$ cat src/rtl/scr_pkg.sv
package scr_pkg;
  localparam int ST_W = 23;
  // feedback taps: stages 23,21,16,8,5,2
  localparam logic [ST_W-1:0] FB_TAPS   = 23'h508092;
  localparam logic [ST_W-1:0] SEED_BASE = 23'h1DBFBC;
  localparam logic [ST_W-1:0] SEED_STEP = 23'h0003A7;

  typedef logic [ST_W-1:0] mask_t;
  typedef mask_t [ST_W-1:0] state_map_t;

  function automatic mask_t lane_seed(input int k);
    logic [ST_W-1:0] kk;
    kk = ST_W'(k);
    return SEED_BASE ^ ST_W'(kk * SEED_STEP);
  endfunction
endpackage

$ cat src/rtl/scr_step.sv
module scr_step
  import scr_pkg::*;
#(
  parameter int DW = 32
) (
  input  mask_t        state_i,
  output mask_t        state_o,
  output logic [DW-1:0] key_o
);
  typedef mask_t [DW-1:0] key_map_t;

  // superposition: track where each state bit lands after n serial steps
  function automatic state_map_t build_nxt();
    state_map_t sym;
    mask_t fb;
    for (int b = 0; b < ST_W; b++) sym[b] = mask_t'(1) << b;
    for (int n = 0; n < DW; n++) begin
      fb = '0;
      for (int b = 0; b < ST_W; b++) if (FB_TAPS[b]) fb ^= sym[b];
      for (int b = ST_W-1; b > 0; b--) sym[b] = sym[b-1];
      sym[0] = fb;
    end
    return sym;
  endfunction

  function automatic key_map_t build_key();
    state_map_t sym;
    key_map_t key;
    mask_t fb;
    for (int b = 0; b < ST_W; b++) sym[b] = mask_t'(1) << b;
    for (int n = 0; n < DW; n++) begin
      key[n] = sym[ST_W-1];
      fb = '0;
      for (int b = 0; b < ST_W; b++) if (FB_TAPS[b]) fb ^= sym[b];
      for (int b = ST_W-1; b > 0; b--) sym[b] = sym[b-1];
      sym[0] = fb;
    end
    return key;
  endfunction

  localparam state_map_t NXT_MAP = build_nxt();
  localparam key_map_t   KEY_MAP = build_key();

  for (genvar j = 0; j < ST_W; j++) begin : g_nxt
    assign state_o[j] = ^(state_i & NXT_MAP[j]);
  end
  for (genvar i = 0; i < DW; i++) begin : g_key
    assign key_o[i] = ^(state_i & KEY_MAP[i]);
  end
endmodule

$ cat src/rtl/scr_lane.sv
module scr_lane
  import scr_pkg::*;
#(
  parameter int    DW   = 32,
  parameter mask_t SEED = SEED_BASE
) (
  input  logic          clk_i,
  input  logic          rst_ni,
  input  logic          valid_i,
  input  logic          os_i,
  input  logic          reseed_i,
  input  logic [DW-1:0] data_i,
  output logic [DW-1:0] data_o,
  output logic          valid_o
);
  mask_t         state_q, state_nxt;
  logic [DW-1:0] key;
  logic          scramble;

  scr_step #(.DW(DW)) u_step (
    .state_i(state_q),
    .state_o(state_nxt),
    .key_o  (key)
  );

  assign scramble = valid_i && !os_i && !reseed_i;

  always_ff @(posedge clk_i or negedge rst_ni) begin
    if (!rst_ni) begin
      state_q <= SEED;
      data_o  <= '0;
      valid_o <= 1'b0;
    end else begin
      valid_o <= valid_i;
      data_o  <= scramble ? (data_i ^ key) : data_i;
      if (reseed_i)     state_q <= SEED;
      else if (valid_i) state_q <= state_nxt;
    end
  end

  assert_seed_nonzero_R7: assert property (@(posedge clk_i) disable iff (!rst_ni)
    state_q != '0);
  assert_hold_R4: assert property (@(posedge clk_i) disable iff (!rst_ni)
    (!valid_i && !reseed_i) |=> $stable(state_q));
  assert_pass_idle_R4: assert property (@(posedge clk_i) disable iff (!rst_ni)
    !valid_i |=> (data_o == $past(data_i)) && !valid_o);
  assert_pass_os_R5: assert property (@(posedge clk_i) disable iff (!rst_ni)
    (valid_i && os_i) |=> (data_o == $past(data_i)) && valid_o);
  assert_reseed_R6: assert property (@(posedge clk_i) disable iff (!rst_ni)
    reseed_i |=> (state_q == SEED));
  assert_advance_R3: assert property (@(posedge clk_i) disable iff (!rst_ni)
    (valid_i && !reseed_i) |=> (state_q != $past(state_q)));
endmodule

$ cat src/rtl/par_scrambler.sv
module par_scrambler
  import scr_pkg::*;
#(
  parameter int LANES = 4,
  parameter int DW    = 32
) (
  input  logic                clk_i,
  input  logic                rst_ni,
  input  logic [LANES-1:0]    valid_i,
  input  logic [LANES-1:0]    os_i,
  input  logic [LANES-1:0]    reseed_i,
  input  logic [LANES*DW-1:0] data_i,
  output logic [LANES*DW-1:0] data_o,
  output logic [LANES-1:0]    valid_o
);
  for (genvar k = 0; k < LANES; k++) begin : g_lane
    scr_lane #(.DW(DW), .SEED(lane_seed(k))) u_lane (
      .clk_i   (clk_i),
      .rst_ni  (rst_ni),
      .valid_i (valid_i[k]),
      .os_i    (os_i[k]),
      .reseed_i(reseed_i[k]),
      .data_i  (data_i[k*DW +: DW]),
      .data_o  (data_o[k*DW +: DW]),
      .valid_o (valid_o[k])
    );
  end

  assert_reset_quiet_R1: assert property (@(posedge clk_i) !rst_ni |=> (valid_o == '0) || rst_ni);
endmodule

$ cat config.mk
export PLATFORM = sky130hd
export DESIGN_NAME = par_scrambler
export DESIGN_NICKNAME = d
export VERILOG_FILES = /design/src/rtl/scr_pkg.sv /design/src/rtl/scr_step.sv /design/src/rtl/scr_lane.sv /design/src/rtl/par_scrambler.sv
export SDC_FILE = /design/constraint.sdc
export NUM_CORES = 1
export LEC_CHECK = 0
export BUFFER_PORTS_ARGS = -buffer_cell sky130_fd_sc_hd__buf_2
export CORE_MARGIN = 2
export CORE_UTILIZATION = 58
export DETAILED_ROUTE_END_ITERATION = 16
export GPL_ROUTABILITY_DRIVEN = 0
export PLACE_DENSITY = 0.94
export SLEW_MARGIN = 20
export SYNTH_ARGS = -nofsm -noshare
export SYNTH_HDL_FRONTEND = slang
export SYNTH_SLANG_ARGS = --single-unit
$ cat constraint.sdc
create_clock -name clk_i -period 3.2 [get_ports clk_i]
set_input_delay 0.16 -clock clk_i [delete_from_list [all_inputs] [get_ports clk_i]]
set_output_delay 0.16 -clock clk_i [all_outputs]
set_load 0.005 [all_outputs]
==> summary.txt <==
Die
  – I/O Pins: 274
  – FP Rows: 61
  – Die area: 29600 µm²
  – CORE AREA: 27800 µm²
  – Initial core utilization: 58.9%
  – Chip height: 172 µm
  – Die X: 172 µm

Global routing
  – Largest net degree at the start of global routing: 84
  – Remaining global-route overflow: 0
  – First-pass GRT wire length: 74100 µm
  – Initial antenna violation count: 2
  – Vias in the first global route: 13100
  – GRT Util Overall: 33.2%

Logic synthesis
  – Synth Instances: 1435
  – Mapped Area: 16400 µm²
  – Post-Syn Nets: 1577
  – Post-Synth XOR/XNOR Area: 48.6%
  – Synth top area share: 26.0%
  – Post-synth EDFFs: 0
  – Top cells by count, synth: xnor2_1 (421), dfrtp_1 (170), nand2_1 (141)
  – Cell variety after synth: 43
  – Post-synthesis mux area share: 0.490%
  – Syn_area_per_cell: 11.4 µm²
  – Area contributors post-synth: dfrtp_1 (26%), xnor2_1 (23%), xnor3_1 (16%)
  – FFs w/ async S/R, synth: 100%
  – Adder-Cell Fraction of Synth Area: 0%
  – Yosys warning count: 0
  – Sequential area share after synthesis: 34.7%
  – Leading area contributor after synthesis: dfrtp_1
  – Count leader, synth: xnor2_1
  – Most used DFF post-synth: dfrtp_1
  – Yosys reg bits: 224
  – Synth Area in Compound Gates: 4.11%
  – Simple logic cell fraction of the synthesized area: 7.76%
  – Main combinational cell family by area after synthesis: XOR/XNOR gates

Worst setup path
  – Req. time, crit path: 3540 ps
  – Max FO, Critical Path: 6
  – Critical path type: register to register
  – CP Launch Type: register
  – R2R Setup Slk: 430 ps
  – WP data arrival: 3110 ps
  – Setup crit end kind: register

CTS
  – CTS tree: built
  – # clock sinks: 224
  – Clock transition at path regs: 60 ps
  – Num CTS Buffers: 25
  – Htree depth: 1
  – Post-CTS Setup Inserts: 0
  – Worst-case clock buffer depth: 3
  – CTS Root Cell: clkbuf_16
  – Post-cts resize count: 0
  – Clk Latency, worst-skew pair: 540 ps

Min path
  – Worst hold path class: primary input to register

Timing
  – WHS: 30.8 ps
  – Final period utilization: 86.7%
  – Fin. Hold Viols: 0
  – Worst slew pin tran: 852 ps
  – Max Freq: 360 MHz
  – Clock skew: 14.7 ps
  – Slew Limit Headroom: 43.1%
  – RSZ-0062 raised after global routing: no
  – Slew Viols, Final: 0
  – Final setup violation count: 0
  – Fin crit period: 2770 ps
  – Setup TNS: 0 ps

Final layout
  – Final non-filler cell area: 19800 µm²
  – Share of cells above drive strength 1: 23.5%
  – Area Overhead vs Synth: 21.3%
  – Nets: 1892

Detailed routing
  – Vias: 12300
  – Avg WL per Cell: 22.7 µm
  – WL final: 48700 µm
  – DR iter-0 viols: 1294
  – Residual DRC: 0
  – ANT nets after route: 0
  – Vias per std cell: 5.74
  – Detailed Routing Iterations Pass 1: 6

Power and ir drop
  – Sequential fraction of design power: 18.5%
  – Peak VDD IR: 907 µV
  – Sw Ratio: 40.5%
  – Comb pwr share: 71.3%
  – Clock Power Share: 10.1%
  – P_leak: 9.02 nW
  – Sw power: 11.6 mW
  – Power Density: 1440 nW/µm²
  – Power Internal: 17.0 mW

Place
  – I/O Buffers: 273
  – DPL Wire Length: 29800 µm
  – Placed inst area: 17700 µm²

Outcome
  – Status: completed

Run
  – MaxCap Viol Count: 0
-- per-stage QoR --
stage | utilization, % | setup slack, ps | power, mW | cells
6_report | 71.4 | 425 | 28.5 | 2147
3_3_place_gp | 63.7 | 868 | 23.9 | 1968
3_5_place_dp | 63.7 | 795 | 24.7 | 1968
4_1_cts | 71.4 | 647 | 27.9 | 2146
5_1_grt | 71.4 | 346 | 30.1 | 2147
2_1_floorplan | - | 951 | 21.3 | 1435
-- worst max-delay path, cell delays in order (launching register included) --
cell and delay, ps:
dfstp_2 670, xor3_1 540, xnor3_1 410, xnor2_1 180, nand2_1 110, xnor2_1 680
-- cell usage in the layout (no fill, tap or decap), types with 7 or more instances in the layout --
cell type / instances
nand3_1: 11
or3b_2: 8
xnor3_1: 116
buf_2: 272
nor2b_1: 12
a21oi_1: 38
dfstp_2: 54
nand2_1: 141
dfrtp_1: 170
xnor2_2: 11
xor3_1: 15
dlygate4sd3_1: 133
o21ai_0: 46
or3_1: 23
or3b_1: 11
buf_4: 10
clkbuf_1: 7
clkbuf_16: 25
mux2i_1: 8
nor3_1: 17
xnor2_1: 421
a211o_1: 10
xor2_1: 96
inv_1: 16
nor2_1: 27
-- power groups by stage --
stage | Combinational, mW | Sequential, mW | Clock, mW
floorplan | 17.3 | 3.99 | 0
global placement | 18.7 | 5.15 | 0
detailed placement | 19.5 | 5.22 | 0
CTS | 19.8 | 5.19 | 2.92
global route | 21.7 | 5.35 | 3.06
finish | 20.3 | 5.29 | 2.90
-- kinds of logic after synthesis --
kind of cell,after synthesis
xor+xnor,671
buf+inv,147
simple gates,269
flops,224
compound gates,116
mux,8
-- routing by layer --
| metal | vias to the layer above | global-route usage, % | share of wire (%) |
|---|---|---|---|
| met5 | - | 1.22 | 0.11 |
| met4 | 4 | 19.0 | 6.3 |
| met3 | 256 | 8.86 | 10 |
| met2 | 849 | 55.4 | 48 |
| met1 | 5993 | 38.8 | 35 |
| li1 | 5212 | - | - |
-- area by class of cell --
| class | instances | area (µm²) |
|---|---|---|
| Multi-Input combinational cell | 1064 | 9990 |
| Sequential cell | 224 | 5670 |
| Fill cell | 1768 | 7930 |
| Timing Repair Buffer | 419 | 2840 |
| Clock buffer | 36 | 707 |
| Clock inverter | 9 | 103 |
| Inverter | 16 | 60.1 |
| Tap cell | 378 | 473 |
| Antenna cell | 1 | 2.50 |
-- path summary, 6_finish.rpt --
check / from / end / cells past startpoint
min in group asynchronous: rst_ni / g_lane[3].u_lane.data_o[9] / 2
setup reg to reg: g_lane[3].u_lane.state_q[19] / g_lane[3].u_lane.data_o[29] / 5
max in group asynchronous: rst_ni / g_lane[2].u_lane.state_q[13] / 3
setup / recovery: g_lane[3].u_lane.state_q[19] / g_lane[3].u_lane.data_o[29] / 5
hold / removal: os_i[1] / g_lane[1].u_lane.data_o[20] / 4
hold reg to reg: g_lane[0].u_lane.state_q[11] / g_lane[0].u_lane.data_o[11] / 2
-- repair_timing --
| item | 4_1_cts | 5_1_grt |
|---|---|---|
| hold endpoints to repair | 201 | 0 |
| endpoints found under the setup margin | 0 | 0 |
| hold buffers | 133 | 0 |
-- registers in the layout, indices dropped and copies added, names as in the netlist --
register               flops
g_lane.u_lane.state_q     92
g_lane.u_lane.valid_o      4
g_lane.u_lane.data_o     128
No activity file was read; power rests on OpenSTA's default activity.
